===== src/rtl/pcn_pkg.sv =====
package pcn_pkg;

    typedef enum logic [1:0] {
        SRC_SEQ  = 2'b00,
        SRC_JUMP = 2'b01,
        SRC_REG  = 2'b10,
        SRC_SYS  = 2'b11
    } src_e;

    typedef enum logic [1:0] {
        BR_NONE = 2'b00,
        BR_EQ   = 2'b01,
        BR_NE   = 2'b10,
        BR_NEG  = 2'b11
    } br_e;

endpackage


===== src/rtl/pcn_branch_eval.sv =====
module pcn_branch_eval
    import pcn_pkg::*;
#(
    parameter int DATA_W = 32
) (
    input  br_e               kind,
    input  logic [DATA_W-1:0] opa,
    input  logic [DATA_W-1:0] opb,
    output logic              taken
);

    logic same;
    assign same = (opa == opb);

    always_comb begin
        unique case (kind)
            BR_NONE: taken = 1'b0;
            BR_EQ:   taken = same;
            BR_NE:   taken = !same;
            BR_NEG:  taken = opa[DATA_W-1];
            default: taken = 1'b0;
        endcase
    end

endmodule


===== src/rtl/pcn_target_gen.sv =====
module pcn_target_gen
    import pcn_pkg::*;
#(
    parameter int WORD_W = 30,
    parameter int JT_W   = 26,
    parameter logic [WORD_W-1:0] SYS_WORD = '0
) (
    input  src_e              src,
    input  logic              taken,
    input  logic [WORD_W-1:0] pc_word,
    input  logic [WORD_W-1:0] rs_word,
    input  logic [WORD_W-1:0] off_word,
    input  logic [JT_W-1:0]   jt,
    output logic [WORD_W-1:0] next_word
);

    localparam int HI_W = WORD_W - JT_W;

    logic [WORD_W-1:0] step_word;
    logic [WORD_W-1:0] add_word;

    // One adder serves both the sequential step and the branch target.
    assign add_word  = taken ? off_word : '0;
    assign step_word = pc_word + add_word + {{(WORD_W-1){1'b0}}, 1'b1};

    always_comb begin
        unique case (src)
            SRC_SEQ:  next_word = step_word;
            SRC_JUMP: next_word = {pc_word[WORD_W-1 -: HI_W], jt};
            SRC_REG:  next_word = rs_word;
            SRC_SYS:  next_word = SYS_WORD;
            default:  next_word = step_word;
        endcase
    end

endmodule


===== src/rtl/pcn_core.sv =====
module pcn_core
    import pcn_pkg::*;
#(
    parameter int          ADDR_W  = 32,
    parameter int          JT_W    = 26,
    parameter logic [31:0] SYS_VEC = 32'h0000_0400
) (
    input  logic              clk,
    input  logic              rst,
    input  logic [1:0]        src_sel,
    input  logic [1:0]        br_kind,
    input  logic [ADDR_W-1:0] rs_val,
    input  logic [ADDR_W-1:0] rt_val,
    input  logic [ADDR_W-1:0] imm_ext,
    input  logic [JT_W-1:0]   jump_tgt,
    output logic [ADDR_W-1:0] pc_q
);

    localparam int WORD_W = ADDR_W - 2;
    localparam int HI_W   = WORD_W - JT_W;
    localparam logic [WORD_W-1:0] SYS_WORD = SYS_VEC[ADDR_W-1:2];

    src_e              src;
    br_e               kind;
    logic              taken;
    logic [WORD_W-1:0] next_word;
    logic              unused_bits;

    assign src         = src_e'(src_sel);
    assign kind        = br_e'(br_kind);
    assign unused_bits = ^{imm_ext[ADDR_W-1:WORD_W], rs_val[1:0]};

    pcn_branch_eval #(
        .DATA_W (ADDR_W)
    ) u_eval (
        .kind  (kind),
        .opa   (rs_val),
        .opb   (rt_val),
        .taken (taken)
    );

    pcn_target_gen #(
        .WORD_W   (WORD_W),
        .JT_W     (JT_W),
        .SYS_WORD (SYS_WORD)
    ) u_tgt (
        .src       (src),
        .taken     (taken),
        .pc_word   (pc_q[ADDR_W-1:2]),
        .rs_word   (rs_val[ADDR_W-1:2]),
        .off_word  (imm_ext[WORD_W-1:0]),
        .jt        (jump_tgt),
        .next_word (next_word)
    );

    always_ff @(posedge clk) begin
        if (rst) begin
            pc_q <= '0;
        end else begin
            pc_q <= {next_word, 2'b00};
        end
    end

    AST_RESET_ZERO: assert property (@(posedge clk) rst |=> pc_q == '0);

    AST_SEQ_STEP: assert property (@(posedge clk) disable iff (rst)
        (src_sel == 2'b00 && br_kind == 2'b00)
        |=> pc_q == $past(pc_q) + ADDR_W'(4));

    AST_EQ_NOT_TAKEN: assert property (@(posedge clk) disable iff (rst)
        (src_sel == 2'b00 && br_kind == 2'b01 && rs_val != rt_val)
        |=> pc_q == $past(pc_q) + ADDR_W'(4));

    AST_NE_TAKEN: assert property (@(posedge clk) disable iff (rst)
        (src_sel == 2'b00 && br_kind == 2'b10 && rs_val != rt_val)
        |=> pc_q == $past(pc_q) + ADDR_W'(4) + {$past(imm_ext[WORD_W-1:0]), 2'b00});

    AST_NEG_TAKEN: assert property (@(posedge clk) disable iff (rst)
        (src_sel == 2'b00 && br_kind == 2'b11 && rs_val[ADDR_W-1])
        |=> pc_q == $past(pc_q) + ADDR_W'(4) + {$past(imm_ext[WORD_W-1:0]), 2'b00});

    AST_JUMP_ABS: assert property (@(posedge clk) disable iff (rst)
        (src_sel == 2'b01)
        |=> pc_q == {$past(pc_q[ADDR_W-1 -: HI_W]), $past(jump_tgt), 2'b00});

    AST_JUMP_REG: assert property (@(posedge clk) disable iff (rst)
        (src_sel == 2'b10)
        |=> pc_q[ADDR_W-1:2] == $past(rs_val[ADDR_W-1:2]));

    AST_SYS_ENTRY: assert property (@(posedge clk) disable iff (rst)
        (src_sel == 2'b11)
        |=> pc_q[ADDR_W-1:2] == SYS_VEC[ADDR_W-1:2]);

    AST_ALIGNED: assert property (@(posedge clk) disable iff (rst)
        1'b1 |=> pc_q[1:0] == 2'b00);

endmodule


===== config.mk =====
export PLATFORM = sky130hd
export DESIGN_NAME = pcn_core
export DESIGN_NICKNAME = d
export VERILOG_FILES = /design/src/rtl/pcn_pkg.sv /design/src/rtl/pcn_branch_eval.sv /design/src/rtl/pcn_target_gen.sv /design/src/rtl/pcn_core.sv
export SDC_FILE = /design/constraint.sdc
export NUM_CORES = 1
export LEC_CHECK = 0
export ABC_AREA = 1
export BUFFER_PORTS_ARGS = -buffer_cell sky130_fd_sc_hd__buf_4
export CAP_MARGIN = 10
export CORE_ASPECT_RATIO = 0.8
export CORE_MARGIN = 4
export CORE_UTILIZATION = 54
export DETAILED_ROUTE_END_ITERATION = 7
export HOLD_SLACK_MARGIN = 0.05
export PLACE_DENSITY_LB_ADDON = 0.1
export SYNTH_ARGS = -nofsm -noshare
export SYNTH_HDL_FRONTEND = slang
export SYNTH_SLANG_ARGS = --single-unit

===== constraint.sdc =====
create_clock -name clk -period 4.2 [get_ports clk]
set_clock_uncertainty 0.05 [all_clocks]
set_input_delay 0 -clock clk [delete_from_list [all_inputs] [get_ports clk]]
set_output_delay 0 -clock clk [all_outputs]
set_load 0.01 [all_outputs]

==> results.json <==
{
  "synth_edf_count": 0,
  "io_buffers": 155,
  "dp_hpwl_mm": 12.2,
  "min_period_ns": 3.93,
  "hp-class": "input port to flop",
  "coreArea_mm2": 0.00746,
  "worstMarginPinSlew_ns": 0.715,
  "wl_per_cell_um": 15.1,
  "hold_viol": 0,
  "p_leak_nw": 3.23,
  "tns_ns": 0,
  "crit_fanout": 4,
  "vdd_drop_max_uv": 105,
  "postRouteAntennaNets": 0,
  "regMostFlops": "pc_q",
  "gr-total-overflow": 0,
  "numCtsBuffers": 5,
  "largest_reg_flops": 30,
  "cp_common_cell": "nand2_1",
  "power.density_mw_per_mm2": 181,
  "power.share.clock_pct": 22.1,
  "dp_slack_ns": 0.800,
  "multiInputGateArea_mm2": 0.00297,
  "htreeDepth": 2,
  "grt_max_degree": 29,
  "timing.fmax_mhz": 254,
  "antenna_found_initial": 1,
  "io_pins": 160,
  "cts_setup_buffers": 0,
  "mappedNetlistArea_mm2": 0.00416,
  "crit_required_ns": 4.38,
  "grt_pass1_wl_mm": 25.0,
  "drive_gt1_share_pct": 22.2,
  "regArea_um2": 601,
  "grt_pass1_vias": 5403,
  "critical_path_class": "input port to flop",
  "cp_cell_sequence": "dlygate4sd3_1, buf_4, xnor2_1, nand2_1, nor2_1, nand2_1, nor2_1, nand2_1, nand2_1, nand3_2, nand2_1, ha_1, inv_1, fa_1, inv_1, o21ai_0, a21oi_1, a221oi_1, dlygate4sd3_1, nor2_1, dlygate4sd3_1",
  "rsz0062_at_grt": "no",
  "fp.dieH_um": 86.5,
  "setup_viol": 0,
  "crit_path_end_kind": "flop",
  "synthArstFlopShare_pct": 0,
  "final_core_util_pct": 78.1,
  "drt_iter0_drc": 423,
  "comb_power_share_pct": 47.8,
  "worst_slew_margin_rel_pct": 52.3,
  "timing.final.crit_share_pct": 93.7,
  "max_cap_viol_count": 0,
  "clock_latency_ns": 0.29,
  "ys_seq_area_share_pct": 14.4,
  "grt_usage_pct": 33.8,
  "nNetsFinal": 1090,
  "cts_sinks": 30,
  "nFillCells": 613,
  "p_sw_mw": 0.409,
  "crit_slowest_cell": "dlygate4sd3_1",
  "yosysUniqueCellTypes": 45,
  "gp_congestion": 0.993,
  "swShare_pct": 38.7,
  "first_pass_iters": 5,
  "crit_path_start_kind": "input port",
  "cts_tree": "done",
  "ys_warn_count": 0,
  "slowest_delay_ns": 0.62,
  "netlist_instances": 747,
  "internal-power_mw": 0.649,
  "dieArea_mm2": 0.00918,
  "cts_buffer_depth": 2,
  "ys_seq_elements": 30,
  "largestRegisters": "pc_q x30",
  "cp_data_arrival_time_ns": 4.11,
  "vias": 5558,
  "fp.dieW_um": 106,
  "cts_root_buf": "clkbuf_8",
  "syn_to_final_growth_pct": 40.1,
  "synth_flop_cell": "dfxtp_1",
  "worst_slack_ns": 0.266,
  "status": "finished, final reports clean",
  "avgViaCountPerCell": 5.35,
  "clkSlewWorstSetupHoldPaths_ns": 0.07,
  "drc": 0,
  "drv_slew": 0,
  "p_seq_share_pct": 30.1,
  "wirelength_mm": 15.7,
  "rows": 28,
  "synth.avg_cell_area_um2": 5.57,
  "initial_utilization_pct": 55.7
}
## Yosys cell counts (2+ instances only)
| library cell | count | area [µm²] |
|---|---|---|
| nand2_1 | 229 | 860 |
| inv_1 | 135 | 507 |
| nor2_1 | 84 | 315 |
| a21oi_1 | 41 | 205 |
| nand3_1 | 35 | 175 |
| dfxtp_1 | 30 | 601 |
| o21ai_0 | 30 | 150 |
| ha_1 | 29 | 363 |
| a31oi_1 | 21 | 131 |
| xnor2_1 | 9 | 78.8 |
| a21oi_2 | 8 | 70.1 |
| clkbuf_1 | 8 | 30.0 |
| nand3_2 | 8 | 80.1 |
| nand2_2 | 7 | 43.8 |
| nand4_1 | 7 | 43.8 |
| o21ai_1 | 7 | 35.0 |
| or2_1 | 6 | 37.5 |
| a21o_1 | 4 | 30.0 |
| inv_2 | 4 | 15.0 |
| nor2_2 | 4 | 25.0 |
| nor3_1 | 4 | 20.0 |
| and2_1 | 3 | 18.8 |
| buf_6 | 3 | 33.8 |
| o21a_1 | 3 | 22.5 |
| o21bai_1 | 3 | 22.5 |
| or2_2 | 3 | 18.8 |
| a22o_1 | 2 | 17.5 |
| buf_4 | 2 | 15.0 |
| o21bai_4 | 2 | 37.5 |
## metrics by stage
stage                     power, mW  instance area (µm²)  hold WS (ns)  cells
after floorplan               0.585                 4160         0.101    748
after global placement        0.773                 5390         0.196    996
after detailed placement      0.784                 5390         0.209    996
after CTS                      1.04                 5810        0.0506   1037
after global routing           1.12                 5830        0.0647   1038
final                          1.06                 5830        0.0584   1038
## path summary, 6_finish.rpt
| kind | slack (ns) | endpoint | depth (start not counted) | start |
|---|---|---|---|---|
| max | 0.27 | pc_q[4] | 21 | rs_val[30] |
| min reg2reg | 0.48 | pc_q[28] | 2 | pc_q[28] |
| min | 0.06 | pc_q[27] | 5 | jump_tgt[25] |
| max reg2reg | 1.30 | pc_q[4] | 11 | pc_q[2] |
## critical path, delay by kind of cell
kind | cells | cell delay [ns]
adder cells (fa/ha/maj) | 2 | 0.61
buffers and inverters | 6 | 2.09
AO/OA/AOI/OAI | 3 | 0.32
AND/OR/NAND/NOR | 9 | 0.85
XOR/XNOR | 1 | 0.23
## metal layers
metal | global-route usage (%) | routed length (µm)
met1 | 41.7 | 6320
met2 | 57.2 | 7050
met3 | 7.82 | 1700
met4 | 13.6 | 594
met5 | 0 | 0
## power groups by stage
stage / clock network [mW] / registers [mW] / logic, mW
after floorplan: 0 / 0.332 / 0.253
after global placement: 0 / 0.324 / 0.449
after detailed placement: 0 / 0.325 / 0.459
after CTS: 0.233 / 0.318 / 0.490
after global routing: 0.248 / 0.321 / 0.553
final: 0.234 / 0.319 / 0.505
## timing repair
action / in CTS / in global routing
hold buffers: 34 / 0
gates resized for setup: 0 / 5
endpoints found under the hold margin: 23 / 0
endpoints found under the setup margin: 0 / 7
## placed cells by master, fill, tap and decap left out, types with 6 or more instances in the layout
master and instances:
nand4_1 7, xnor2_1 9, nand3_2 8, a21oi_1 41
dfxtp_1 30, o21ai_0 30, or2_1 6, dlygate4sd3_1 34
nor2_1 84, ha_1 29, nand3_1 35, a31oi_1 21
nand2_2 7, a21oi_2 7, o21ai_1 7, inv_1 135
buf_4 157, nand2_1 229
## cell families (layout without fill, tap and decap cells)
logic type                 after synthesis  after routing  synth area share (%)
DFF                                     30             30                  14.4
other                                    1              3                0.0902
and+or+nand+nor                        394            394                  40.4
adders and majority gates               30             30                  9.21
buffers and inverters                  153            337                  14.5
xor gates and xnor gates                10             10                  2.11
AOI/OAI and AO/OA                      129            129                  19.2
## final cells by class
class                      instances  share of cell area, %
sequential                        30                   10.3
clock buffer                       5                   1.18
clock inverter                     2                  0.172
antenna                            1                 0.0429
timing repair buffer             191                   26.1
inverter                         139                   9.08
multi-input combinational        565                   50.9
tap                              105                   2.25
Power figures use the tool's default switching activity.
